==> config.mk <==
export PLATFORM = sky130hd
export DESIGN_NAME = ecp_host_engine
export DESIGN_NICKNAME = d
export VERILOG_FILES = /design/src/rtl/ecp_pkg.sv /design/src/rtl/ecp_sync.sv /design/src/rtl/ecp_fifo.sv /design/src/rtl/ecp_fwd_xfer.sv /design/src/rtl/ecp_rev_xfer.sv /design/src/rtl/ecp_host_engine.sv
export SDC_FILE = /design/constraint.sdc
export NUM_CORES = 1
export LEC_CHECK = 0
export CAP_MARGIN = 40
export CORE_MARGIN = 4
export CORE_UTILIZATION = 30
export CTS_CLUSTER_SIZE = 30
export DETAILED_ROUTE_END_ITERATION = 8
export PLACE_DENSITY_LB_ADDON = 0.15
export SYNTH_ARGS = -nofsm -noshare
export SYNTH_HDL_FRONTEND = slang
export SYNTH_HIERARCHICAL = 1
export SYNTH_SLANG_ARGS = --single-unit
export TNS_END_PERCENT = 5
==> constraint.sdc <==
create_clock -name clk -period 3.25 [get_ports clk]
set_input_delay 0.325 -clock clk [delete_from_list [all_inputs] [get_ports clk]]
set_output_delay 0.325 -clock clk [all_outputs]
set_load 0.05 [all_outputs]
==> src/rtl/ecp_pkg.sv <==
package ecp_pkg;
  localparam int BYTE_W = 8;
  localparam logic [2:0] MODE_STD  = 3'b000;
  localparam logic [2:0] MODE_BYTE = 3'b001;
  localparam logic [2:0] MODE_ECP  = 3'b011;

  typedef enum logic [1:0] {D_FWD, D_TURN_R, D_REV, D_TURN_F} dir_t;
  typedef enum logic [1:0] {F_IDLE, F_SETUP, F_STROBE, F_REL} fwd_st_t;
  typedef enum logic {R_IDLE, R_HOLD} rev_st_t;

  typedef struct packed {
    logic              is_cmd;
    logic [BYTE_W-1:0] b;
  } xword_t;
endpackage

==> src/rtl/ecp_sync.sv <==
module ecp_sync #(
  parameter int W = 4,
  parameter int STAGES = 2,
  parameter logic [W-1:0] INIT = '0
) (
  input  logic         clk,
  input  logic         rst,
  input  logic [W-1:0] din,
  output logic [W-1:0] dout
);
  logic [W-1:0] st [STAGES];

  for (genvar g = 0; g < STAGES; g++) begin : g_stage
    if (g == 0) begin : g_first
      always_ff @(posedge clk) begin
        if (rst) st[0] <= INIT;
        else     st[0] <= din;
      end
    end else begin : g_next
      always_ff @(posedge clk) begin
        if (rst) st[g] <= INIT;
        else     st[g] <= st[g-1];
      end
    end
  end

  assign dout = st[STAGES-1];
endmodule

==> src/rtl/ecp_fifo.sv <==
module ecp_fifo #(
  parameter int W = 9,
  parameter int DEPTH = 16
) (
  input  logic         clk,
  input  logic         rst,
  input  logic         push,
  input  logic [W-1:0] din,
  input  logic         pop,
  output logic [W-1:0] dout,
  output logic         empty,
  output logic         full
);
  localparam int AW = $clog2(DEPTH);

  logic [W-1:0] mem [DEPTH];
  logic [AW:0]  wp, rp;

  assign empty = (wp == rp);
  assign full  = (wp[AW] != rp[AW]) && (wp[AW-1:0] == rp[AW-1:0]);
  assign dout  = mem[rp[AW-1:0]];

  always_ff @(posedge clk) begin
    if (push && !full) mem[wp[AW-1:0]] <= din;
  end

  always_ff @(posedge clk) begin
    if (rst) begin
      wp <= '0;
      rp <= '0;
    end else begin
      if (push && !full) wp <= wp + 1'b1;
      if (pop && !empty) rp <= rp + 1'b1;
    end
  end
endmodule

==> src/rtl/ecp_fwd_xfer.sv <==
module ecp_fwd_xfer
  import ecp_pkg::*;
#(
  parameter int CNT_W = 16
) (
  input  logic              clk,
  input  logic              rst,
  input  logic              en,
  input  logic              abort,
  input  xword_t            head,
  input  logic              q_empty,
  input  logic              p_ack_s,
  output logic              pop,
  output logic              strobe_o,
  output logic              flag_o,
  output logic [BYTE_W-1:0] data_o,
  output logic              idle_o,
  output logic [CNT_W-1:0]  count_o
);
  fwd_st_t st;

  assign pop    = (st == F_STROBE) && p_ack_s && !abort;
  assign idle_o = (st == F_IDLE);

  always_ff @(posedge clk) begin
    if (rst) begin
      st       <= F_IDLE;
      strobe_o <= 1'b1;
      flag_o   <= 1'b1;
      data_o   <= '0;
      count_o  <= '0;
    end else if (abort) begin
      st       <= F_IDLE;
      strobe_o <= 1'b1;
    end else begin
      case (st)
        F_IDLE: if (en && !q_empty) begin
          data_o <= head.b;
          flag_o <= ~head.is_cmd;
          st     <= F_SETUP;
        end
        F_SETUP: begin
          strobe_o <= 1'b0;
          st       <= F_STROBE;
        end
        F_STROBE: if (p_ack_s) begin
          strobe_o <= 1'b1;
          count_o  <= count_o + 1'b1;
          st       <= F_REL;
        end
        F_REL: if (!p_ack_s) st <= F_IDLE;
        default: st <= F_IDLE;
      endcase
    end
  end
endmodule

==> src/rtl/ecp_rev_xfer.sv <==
module ecp_rev_xfer
  import ecp_pkg::*;
(
  input  logic              clk,
  input  logic              rst,
  input  logic              en,
  input  logic              p_strobe_s,
  input  logic              p_ack_s,
  input  logic [BYTE_W-1:0] data_i,
  input  logic              q_full,
  output logic              push,
  output xword_t            push_word,
  output logic              flag_o,
  output logic [BYTE_W-2:0] chan_o,
  output logic              idle_o
);
  rev_st_t st;
  logic    take, is_cmd, is_chan;

  assign is_cmd    = ~p_ack_s;
  assign is_chan   = is_cmd && data_i[BYTE_W-1];
  assign take      = (st == R_IDLE) && en && !p_strobe_s && !q_full;
  assign push      = take && !is_chan;
  assign push_word = '{is_cmd: is_cmd, b: data_i};
  assign idle_o    = (st == R_IDLE);

  always_ff @(posedge clk) begin
    if (rst) begin
      st     <= R_IDLE;
      flag_o <= 1'b0;
      chan_o <= '0;
    end else if (!en) begin
      st     <= R_IDLE;
      flag_o <= 1'b0;
    end else begin
      case (st)
        R_IDLE: if (take) begin
          flag_o <= 1'b1;
          st     <= R_HOLD;
          if (is_chan) chan_o <= data_i[BYTE_W-2:0];
        end
        R_HOLD: if (p_strobe_s) begin
          flag_o <= 1'b0;
          st     <= R_IDLE;
        end
        default: st <= R_IDLE;
      endcase
    end
  end
endmodule

==> src/rtl/ecp_host_engine.sv <==
module ecp_host_engine
  import ecp_pkg::*;
#(
  parameter int TX_DEPTH = 16,
  parameter int RX_DEPTH = 16,
  parameter int SYNC_STAGES = 2,
  parameter int CNT_W = 16
) (
  input  logic              clk,
  input  logic              rst,
  input  logic              mode_wr_i,
  input  logic [2:0]        mode_val_i,
  output logic [2:0]        mode_o,
  input  logic              abort_i,
  input  logic              tx_push_i,
  input  logic              tx_is_cmd_i,
  input  logic [7:0]        tx_byte_i,
  output logic              tx_full_o,
  input  logic              rx_pop_i,
  output logic [7:0]        rx_byte_o,
  output logic              rx_is_cmd_o,
  output logic              rx_empty_o,
  output logic [6:0]        rx_chan_o,
  input  logic              rev_req_i,
  input  logic              fwd_req_i,
  output logic              busy_o,
  output logic [CNT_W-1:0]  sent_count_o,
  output logic              h_strobe_o,
  output logic              h_flag_o,
  output logic              link_on_o,
  output logic              turn_req_n_o,
  output logic [7:0]        pd_o,
  output logic              pd_oe_o,
  input  logic [7:0]        pd_i,
  input  logic              p_busy_i,
  input  logic              p_strobe_i,
  input  logic              turn_ack_n_i,
  input  logic              p_attn_n_i,
  output logic              peer_has_data_o
);
  localparam int WORD_W = $bits(xword_t);
  localparam int NSYNC  = 4;

  dir_t   dir;
  logic   tx_empty, rx_full, tx_pop, rx_push;
  xword_t tx_head, rx_head, tx_in, rx_in;
  logic   fwd_idle, rev_idle, fwd_flag, rev_flag, fwd_en, rev_en, is_ecp;
  logic   p_ack_s, p_strobe_s, ack_n_s, attn_n_s;
  logic [NSYNC-1:0] sync_out;

  ecp_sync #(.W(NSYNC), .STAGES(SYNC_STAGES), .INIT(4'b1110)) u_sync (
    .clk(clk), .rst(rst),
    .din({p_attn_n_i, turn_ack_n_i, p_strobe_i, p_busy_i}),
    .dout(sync_out)
  );
  assign {attn_n_s, ack_n_s, p_strobe_s, p_ack_s} = sync_out;

  assign tx_in = '{is_cmd: tx_is_cmd_i, b: tx_byte_i};

  ecp_fifo #(.W(WORD_W), .DEPTH(TX_DEPTH)) u_txq (
    .clk(clk), .rst(rst), .push(tx_push_i), .din(tx_in), .pop(tx_pop),
    .dout(tx_head), .empty(tx_empty), .full(tx_full_o)
  );

  ecp_fifo #(.W(WORD_W), .DEPTH(RX_DEPTH)) u_rxq (
    .clk(clk), .rst(rst), .push(rx_push), .din(rx_in), .pop(rx_pop_i),
    .dout(rx_head), .empty(rx_empty_o), .full(rx_full)
  );
  assign rx_byte_o   = rx_head.b;
  assign rx_is_cmd_o = rx_head.is_cmd;

  assign is_ecp = (mode_o == MODE_ECP);
  assign fwd_en = is_ecp && (dir == D_FWD);
  assign rev_en = (dir == D_REV) && !abort_i;

  ecp_fwd_xfer #(.CNT_W(CNT_W)) u_fwd (
    .clk(clk), .rst(rst), .en(fwd_en), .abort(abort_i), .head(tx_head),
    .q_empty(tx_empty), .p_ack_s(p_ack_s), .pop(tx_pop),
    .strobe_o(h_strobe_o), .flag_o(fwd_flag), .data_o(pd_o),
    .idle_o(fwd_idle), .count_o(sent_count_o)
  );

  ecp_rev_xfer u_rev (
    .clk(clk), .rst(rst), .en(rev_en), .p_strobe_s(p_strobe_s),
    .p_ack_s(p_ack_s), .data_i(pd_i), .q_full(rx_full), .push(rx_push),
    .push_word(rx_in), .flag_o(rev_flag), .chan_o(rx_chan_o),
    .idle_o(rev_idle)
  );

  assign h_flag_o        = (dir == D_FWD) ? fwd_flag : rev_flag;
  assign peer_has_data_o = ~attn_n_s;

  always_ff @(posedge clk) begin
    if (rst) begin
      mode_o       <= MODE_STD;
      link_on_o    <= 1'b0;
      dir          <= D_FWD;
      turn_req_n_o <= 1'b1;
      pd_oe_o      <= 1'b1;
      busy_o       <= 1'b0;
    end else begin
      busy_o <= !tx_empty || !fwd_idle || !rev_idle ||
                (dir == D_TURN_R) || (dir == D_TURN_F);
      if (abort_i) begin
        mode_o       <= MODE_STD;
        link_on_o    <= 1'b0;
        dir          <= D_FWD;
        turn_req_n_o <= 1'b1;
        pd_oe_o      <= 1'b1;
      end else begin
        if (mode_wr_i && (dir == D_FWD) && fwd_idle) begin
          mode_o    <= mode_val_i;
          link_on_o <= (mode_val_i == MODE_ECP);
        end
        case (dir)
          D_FWD: if (rev_req_i && is_ecp && tx_empty && fwd_idle) begin
            dir          <= D_TURN_R;
            turn_req_n_o <= 1'b0;
            pd_oe_o      <= 1'b0;
          end
          D_TURN_R: if (!ack_n_s) dir <= D_REV;
          D_REV: if (fwd_req_i && rev_idle) begin
            dir          <= D_TURN_F;
            turn_req_n_o <= 1'b1;
          end
          D_TURN_F: if (ack_n_s) begin
            dir     <= D_FWD;
            pd_oe_o <= 1'b1;
          end
          default: dir <= D_FWD;
        endcase
      end
    end
  end
endmodule

* Yosys cells after proc, flatten, opt, wreduce, memory -nomap -nowiden *
Memories as Yosys holds them, arrays and structs flattened. A register that Yosys moved wholly into a read port is not among the register bits.
Index checks and enable logic that the tools add are counted.

storage, ports and cells
  bits in registers = 66
  bits in latches = 0
  bits in writable memories = 296
  ROM bits = 0
  word-level logic and storage cells = 143
  memories = 3

cells by class
  $add $sub $neg = 5
  multipliers = 0
  divide/modulo/power cells = 0
  $lt $le $gt $ge = 0
  eq/ne operators = 23
  shift operators = 0
  muxes and demuxes = 36
  bitwise gates (word level) = 8
  reduce and logical (&&, ||, !) cells = 50

memories
  memory     words  width  rd ports  clocked after Yosys merged registers in  wr ports  line            source
  u_rxq.mem  16     9      1         1                                        1         ecp_fifo.sv:16  logic [W-1:0] mem [DEPTH];
  u_txq.mem  16     9      1         1                                        1         ecp_fifo.sv:16
  u_sync.st  2      4      2         0                                        2         ecp_sync.sv:11  logic [W-1:0] st [STAGES];

operator list
  operator                 number
  $mux W4                  6
  $logic_and A1 B1 Y1      22
  $add A5 B1 Y5 const B    4
  $add A16 B1 Y16 const B  1
  $mux W1                  16
  $pmux W2 S4              2
  $reduce_and A3 Y1        5
  $mux W2                  7
  $eq A5 B5 Y1             2
  $ne A2 B2 Y1 const B     5
  $pmux W1 S2              5
  $eq A2 B2 Y1 const B     4
  $eq A4 B4 Y1             2
  $logic_not A1 Y1         8
  $ne A2 B1 Y1 const B     4
  $reduce_and A4 Y1        2
  $eq A3 B2 Y1 const B     2
  $not A1 Y1               6
  $reduce_bool A2 Y1       3
  $eq A2 B1 Y1 const B     2
  $logic_not A2 Y1         2
  $logic_or A1 B1 Y1       4
  $reduce_and A2 Y1        2
  $reduce_or A2 Y1         2
  2 further kinds          4

* Depth between registers and ports, before layout *
Gate-level depths: netlist (run 1).

  word-level depth = 9
  gate-level depth with buffers = 8
  depth with buffers taken out = 8

* Modules after synthesis *
Netlist (run 1), hierarchy kept.

by module, submodules not included
  module             instances  cells each  area each (um^2)  seq. area each (um^2)
  ecp_fifo at u_rxq  1          305         6,441.2           4,604.4
  ecp_fifo at u_txq  1          301         6,429.9           4,604.4
  ecp_fwd_xfer       1          141         1,249.9           560.5
  ecp_host_engine    1          52          511.7             180.2
  ecp_rev_xfer       1          52          506.7             180.2
  ecp_sync           1          16          210.2             160.2

* Least setup slack after synthesis (run 1) *
Ideal clock, no wire load.

  kind = register to register
  start = register dir[0]
  end = register u_rxq.wp[4]
  library setup time = 0.121 ns
  data arrival time = 2.646 ns
  required time = 3.129 ns
  setup slack = 0.484 ns
  stages on the path, launching flop included = 9
  buffers on the path = 0
  cells stage by stage = dfxtp_1 -> inv_1 -> ha_1 -> nor2b_1 -> nand2b_4 -> nor4_1 -> nand3_1 -> a21oi_1 -> mux2_2

on the way
  word-level cells in the longest chain between the ends = 7

ends and longest elaborated chain
  item                               line                    source
  start, declared                    ecp_host_engine.sv:44   dir_t dir;
  start signal, assigned             ecp_host_engine.sv:97   dir <= D_FWD;
  start signal, assigned             ecp_host_engine.sv:107  dir <= D_FWD;
  start signal, assigned             ecp_host_engine.sv:117  dir <= D_TURN_R;
  $eq A2 B2 Y1                       ecp_host_engine.sv:74   assign rev_en = (dir == D_REV) && !abort_i;
  $logic_and A1 B1 Y1                ecp_host_engine.sv:74
  named net rev_en                   ecp_host_engine.sv:47   logic fwd_idle, rev_idle, fwd_flag, rev_flag, fwd_en, rev_en, is_ecp;
  $logic_and A1 B1 Y1 (3 in series)  ecp_rev_xfer.sv:22      assign take = (st == R_IDLE) && en && !p_strobe_s && !q_full;
  $logic_and A1 B1 Y1                ecp_rev_xfer.sv:23      assign push = take && !is_chan;
  named net rx_push                  ecp_host_engine.sv:45   logic tx_empty, rx_full, tx_pop, rx_push;
  $logic_and A1 B1 Y1                ecp_fifo.sv:32          if (push && !full) wp <= wp + 1'b1;
  end signal, assigned               ecp_fifo.sv:32
  end, declared                      ecp_fifo.sv:17          logic [AW:0] wp, rp;

The timed path passes the listed nets, and every way through them passes these cells.
A chain may end at the register's enable or synchronous reset.

==> impl_metrics.tcl, run 1 <==
set metrics [dict create \
    ys.warnings.count 6 \
    portBuffers 83 \
    antenna_found_initial 3 \
    finalCriticalPeriod_ps 3080 \
    rsz0062_at_grt "false" \
    synth_nets 919 \
    first_pass_iters 4 \
    max_freq_mhz 325 \
    fin_tns_setup_ps 0 \
    wl_mm 35.5 \
    placed_cell_area_sq_mm 0.0169 \
    async_flop_share_pct 0 \
    drt_iter0_drc 570 \
    die-width_um 234 \
    grt-ovfl-total 0 \
    postCtsHoldBufs 0 \
    path_cells "buf_12 > mux4_1 > mux4_2 > buf_4" \
    worstMarginPinSlew_ps 808 \
    met1_length_mm 17.1 \
    status "completed" \
    cts_buffer_depth 3 \
    synth_top_cells_by_count "edfxtp_1, dfxtp_1, mux4_1" \
    clock_latency_ps 570 \
    dp_hpwl_mm 23.9 \
    cts_max_level 2 \
    critical_path_class "flip-flop to output port" \
    fin_skew_ps 16.3 \
    clk_pin_slew_ps 60 \
    cp.arrival_ps 2750 \
    grt_max_degree 43 \
    syn_to_final_growth_pct 19.4 \
    cts_sinks 370 \
    dieArea_sq_mm 0.0548 \
    die_h_um 234 \
    final_max_slew_viol_count 0 \
    ctsRootBufferMaster "clkbuf_16" \
    maxCapViolCount 0 \
    grt_pass1_wl_mm 53.4 \
    critPathSlowestCell "mux4_1" \
    cts_tree "done" \
    hold_path.class "primary input to flip-flop" \
    power.static_leakage_nw 5.99 \
    yosys.cell_count.top_type "edfxtp_1" \
    gp_congestion 0.740 \
    antenna_left 0 \
    finalNetCount 1022 \
    period_share_pct 94.6 \
    top_layer "met4" \
    synth_cell_types 64 \
    grt_usage_pct 13.0 \
    wl_per_cell_um 21.2 \
    ir_drop_v 0.000429 \
    syn-cell-area_sq_mm 0.0153 \
    drc_errors 0 \
    drive_above_1_share_pct 15.6 \
    wl_met2_mm 16.4 \
    num_vias 8049 \
    p_per_area_mw_per_mm2 584 \
    ys_seq_area_share_pct 67.0 \
    relSlewSlack_pct 46.0 \
    synth_cells 867 \
    cts_buffers 43 \
    crit_path_end_kind "output port" \
    final_cell_area_sq_mm 0.0183 \
    initial_utilization_pct 30.5 \
    cp.required_ps 2920 \
    finalHoldViolCount 0 \
    yosysTopAreaCell "edfxtp_1" \
    r2r_start "dir[0]$_SDFFE_PP0P_" \
    critPathMaxFanout 27 \
    ys_top_cells_by_area "edfxtp_1, mux4_1, dfxtp_1" \
    synth_edf_count 288 \
    syn_avg_cell_area_sq_um 17.7 \
    worstSetupStartpointType "flip-flop" \
    cts_setup_buffers 0 \
    synth_flop_cell "edfxtp_1" \
    grt_pass1_vias 8225 \
    worstHoldStart "rst" \
    critPathMaxStageDelay_ps 670 \
    via_per_inst 4.80 \
    rows 82 \
    antenna_cells 0 \
    synth_largest_type_area_fraction_pct 56.3 \
    ys_ff_latch 370 \
    final-setup-viol-count 0 \
    core_area_sq_mm 0.0504 \
    io-pin-count 84 \
    met3RoutedLength_mm 1.45 \
]
-- path summary, 6_finish.rpt --
check | to | slack (ps) | depth (start not counted)
max | rx_byte_o[3] | 170 | 4
min | u_fwd/count_o[1]$_SDFFE_PP0P_ | 210 | 2
max reg2reg | u_rxq/mem[4][2]$_DFFE_PP_ | 460 | 7
min reg2reg | u_sync/st[1][3]$_SDFF_PP1_ | 400 | 1
-- final cells by class --
type                            instances  area (sq um)
Clock buffer                           56          1140
Clock inverter                         24           275
Fill cell                            4704         32100
Inverter                               23          86.3
Multi-Input combinational cell        428          4670
Sequential cell                       370         10300
Tap cell                              672           841
Timing Repair Buffer                  104          1010
-- critical path: cells and delay by family, from the launching register on --
| family | cells | cell delay (ps) |
|---|---|---|
| multiplexers | 2 | 1190 |
| buffers and inverters | 2 | 480 |
| flip-flops | 1 | 520 |
-- metal layers --
metal	vias to the layer above	GRT usage (%)
li1	3705	-
met2	161	20.2
met4	0	3.16
met5	-	0
met1	4141	18.7
met3	42	2.68
-- registers in the layout, indices dropped and copies added, names as in the netlist, 2 cells and up, named ones only --
name and flops:
u_rxq/wp 5, u_txq/rp 5, u_rxq/rp 5, u_txq/wp 5, u_fwd/st 2, mode_o 3, u_txq/mem 144, u_fwd/data_o 8
u_fwd/count_o 16, u_rev/chan_o 7, u_sync/st 8, dir 2, u_rxq/mem 144
-- repair_timing --
action / CTS / global route
hold endpoints to repair: 0 / 0
endpoints found under the setup margin: 0 / 1
gates resized for setup: 0 / 1
-- power breakdown --
group          internal [mW]  switching (mW)  leakage (nW)
Sequential              5.14          0.0452          3.25
Combinational          0.292           0.431          2.06
Clock                   2.84            1.96         0.676
-- per-stage QoR --
step	power (mW)	utilization (%)	setup slack (ps)	hold slack, ps	cells
6_report	10.7	36.4	175	207	1677
2_1_floorplan	5.74	-	484	383	867
4_1_cts	10.9	36.4	43.8	167	1677
3_3_place_gp	6.01	33.5	400	385	1594
5_1_grt	11.1	36.4	86.7	206	1677
3_5_place_dp	6.02	33.5	439	393	1597
-- cell usage in the layout, fill, tap and decap left out, types with 15 or more instances in the layout --
master / instances
mux2i_1: 16
ha_1: 20
nand2b_1: 15
buf_4: 25
inv_1: 21
dfxtp_1: 80
a21oi_1: 26
nor2_1: 37
clkbuf_16: 43
mux4_2: 26
clkdlybuf4s50_1: 72
nand2_1: 27
and3_1: 32
edfxtp_1: 288
nand4_1: 15
mux4_1: 64
-- kinds of logic after synthesis --
kind of cell               Yosys count  synth area share (%)
AOI/OAI and AO/OA                   72                  3.49
xor gates and xnor gates            22                  1.26
adders and majority gates           20                  1.63
and+or+nand+nor                    195                  7.29
muxes                              119                  16.8
DFF                                370                  67.0
buffers and inverters               69                  2.54
Power figures use the tool's default switching activity.
==> run 2, diff against run 1 <==
REMOVE_ABC_BUFFERS = 1   (was unset)
==> impl_metrics.tcl, run 2 (synthesis gave the netlist of run 1 again) <==
set metrics [dict create \
    drive_above_1_share_pct 14.8 \
    max_freq_mhz 331 \
    antenna_left 0 \
    fin_skew_ps 17.6 \
    cts_buffer_depth 3 \
    period_share_pct 92.9 \
    grt_usage_pct 12.8 \
    crit_path_end_kind "output port" \
    drc_errors 0 \
    drt_iter0_drc 478 \
    cp.depth 5 \
    finalNetCount 1022 \
    relSlewSlack_pct 48.4 \
    via_per_inst 4.78 \
    ctsRootBufferMaster "clkbuf_16" \
    wl_per_cell_um 21.0 \
    finalHoldViolCount 0 \
    io-pin-count 84 \
    first_pass_iters 4 \
    portBuffers 83 \
    holdPathStages 2 \
    critPathSlowestCell "clkdlybuf4s50_1" \
    core_area_sq_mm 0.0504 \
    path_cells "xnor2_1 > and4_1 > nand2_1 > inv_1 > clkdlybuf4s50_1" \
    syn_to_final_growth_pct 18.5 \
    crit_family "buffers and inverters" \
    fin_tns_setup_ps 0 \
    critPathMaxStageDelay_ps 800 \
    critPathMaxFanout 7 \
    critical_path_class "flip-flop to output port" \
    mostFrequentLayoutCell "edfxtp_1" \
    num_vias 8010 \
    postCtsHoldBufs 0 \
    power.static_leakage_nw 5.94 \
    layout_common_cells "edfxtp_1, dfxtp_1, clkdlybuf4s50_1" \
    antenna_cells 0 \
    final-setup-viol-count 0 \
    cts_tree "done" \
    worstSetupStartpointType "flip-flop" \
    status "completed" \
    wl_mm 35.2 \
    cts_setup_buffers 0 \
    grt_pass1_vias 8155 \
    cts_max_level 2 \
    crit_buf_inv 2 \
    die_h_um 234 \
    fin_util_pct 36.1 \
    dp_hpwl_mm 23.4 \
    hold_path.class "primary input to flip-flop" \
    cts_sinks 370 \
    cp.required_ps 2920 \
    rows 82 \
    grt_pass1_wl_mm 52.6 \
    ff2ff_path_depth 7 \
    cp.arrival_ps 2690 \
    final_max_slew_viol_count 0 \
    grt-ovfl-total 0 \
    worstMarginPinSlew_ps 772 \
    die-width_um 234 \
    rsz0062_at_grt "false" \
    dieArea_sq_mm 0.0548 \
    grt_max_degree 49 \
    post_cts_resized 0 \
    clock_latency_ps 570 \
    ir_drop_v 0.000361 \
    initial_utilization_pct 30.5 \
    p_per_area_mw_per_mm2 562 \
    maxCapViolCount 0 \
    clk_pin_slew_ps 60 \
    gp_congestion 0.765 \
    cts_buffers 41 \
    finalCriticalPeriod_ps 3020 \
    antenna_found_initial 0 \
]
==> run 2: final timing paths <==
check | start | endpoint | slack [ps]
worst max-delay path | u_rxq/wp[3]$_SDFFE_PP0P_ | rx_empty_o | 230
worst min-delay path | rst | u_fwd/count_o[8]$_SDFFE_PP0P_ | 210
worst max register to register | dir[0]$_SDFFE_PP0P_ | u_rxq/mem[0][0]$_DFFE_PP_ | 370
worst min register to register | u_sync/st[0][3]$_SDFF_PP1_ | u_sync/st[1][3]$_SDFF_PP1_ | 410
==> run 2: layout make-up <==
class                           count  area, sq um
Fill cell                        4726        32200
Sequential cell                   370        10300
Multi-Input combinational cell    428         4670
Clock buffer                       62         1130
Timing Repair Buffer              106         1040
Tap cell                          672          841
Clock inverter                     14          118
Inverter                           23         86.3
==> run 2: metrics by stage <==
stage / power (mW) / std cells / hold slack [ps] / instance area, sq um / setup WS, ps
after floorplan: 5.68 / 821 / 383 / 15000 / 370
after global routing: 10.6 / 1675 / 237 / 18200 / 24.5
after detailed placement: 6.01 / 1599 / 394 / 16900 / 321
final: 10.2 / 1675 / 215 / 18200 / 230
after CTS: 10.4 / 1675 / 197 / 18200 / 158
after global placement: 6.00 / 1593 / 390 / 16800 / 336
==> run 2: metal layers <==
layer  part of all wire [%]  GRT usage, %
met3                    3.9          2.54
met1                     46          17.5
met4                    2.1          3.88
met2                     48          20.8
met5                      0             0
==> run 2: power by group <==
group	switching [mW]	internal (mW)
registers	0.0352	5.14
logic	0.429	0.297
clock network	1.88	2.44
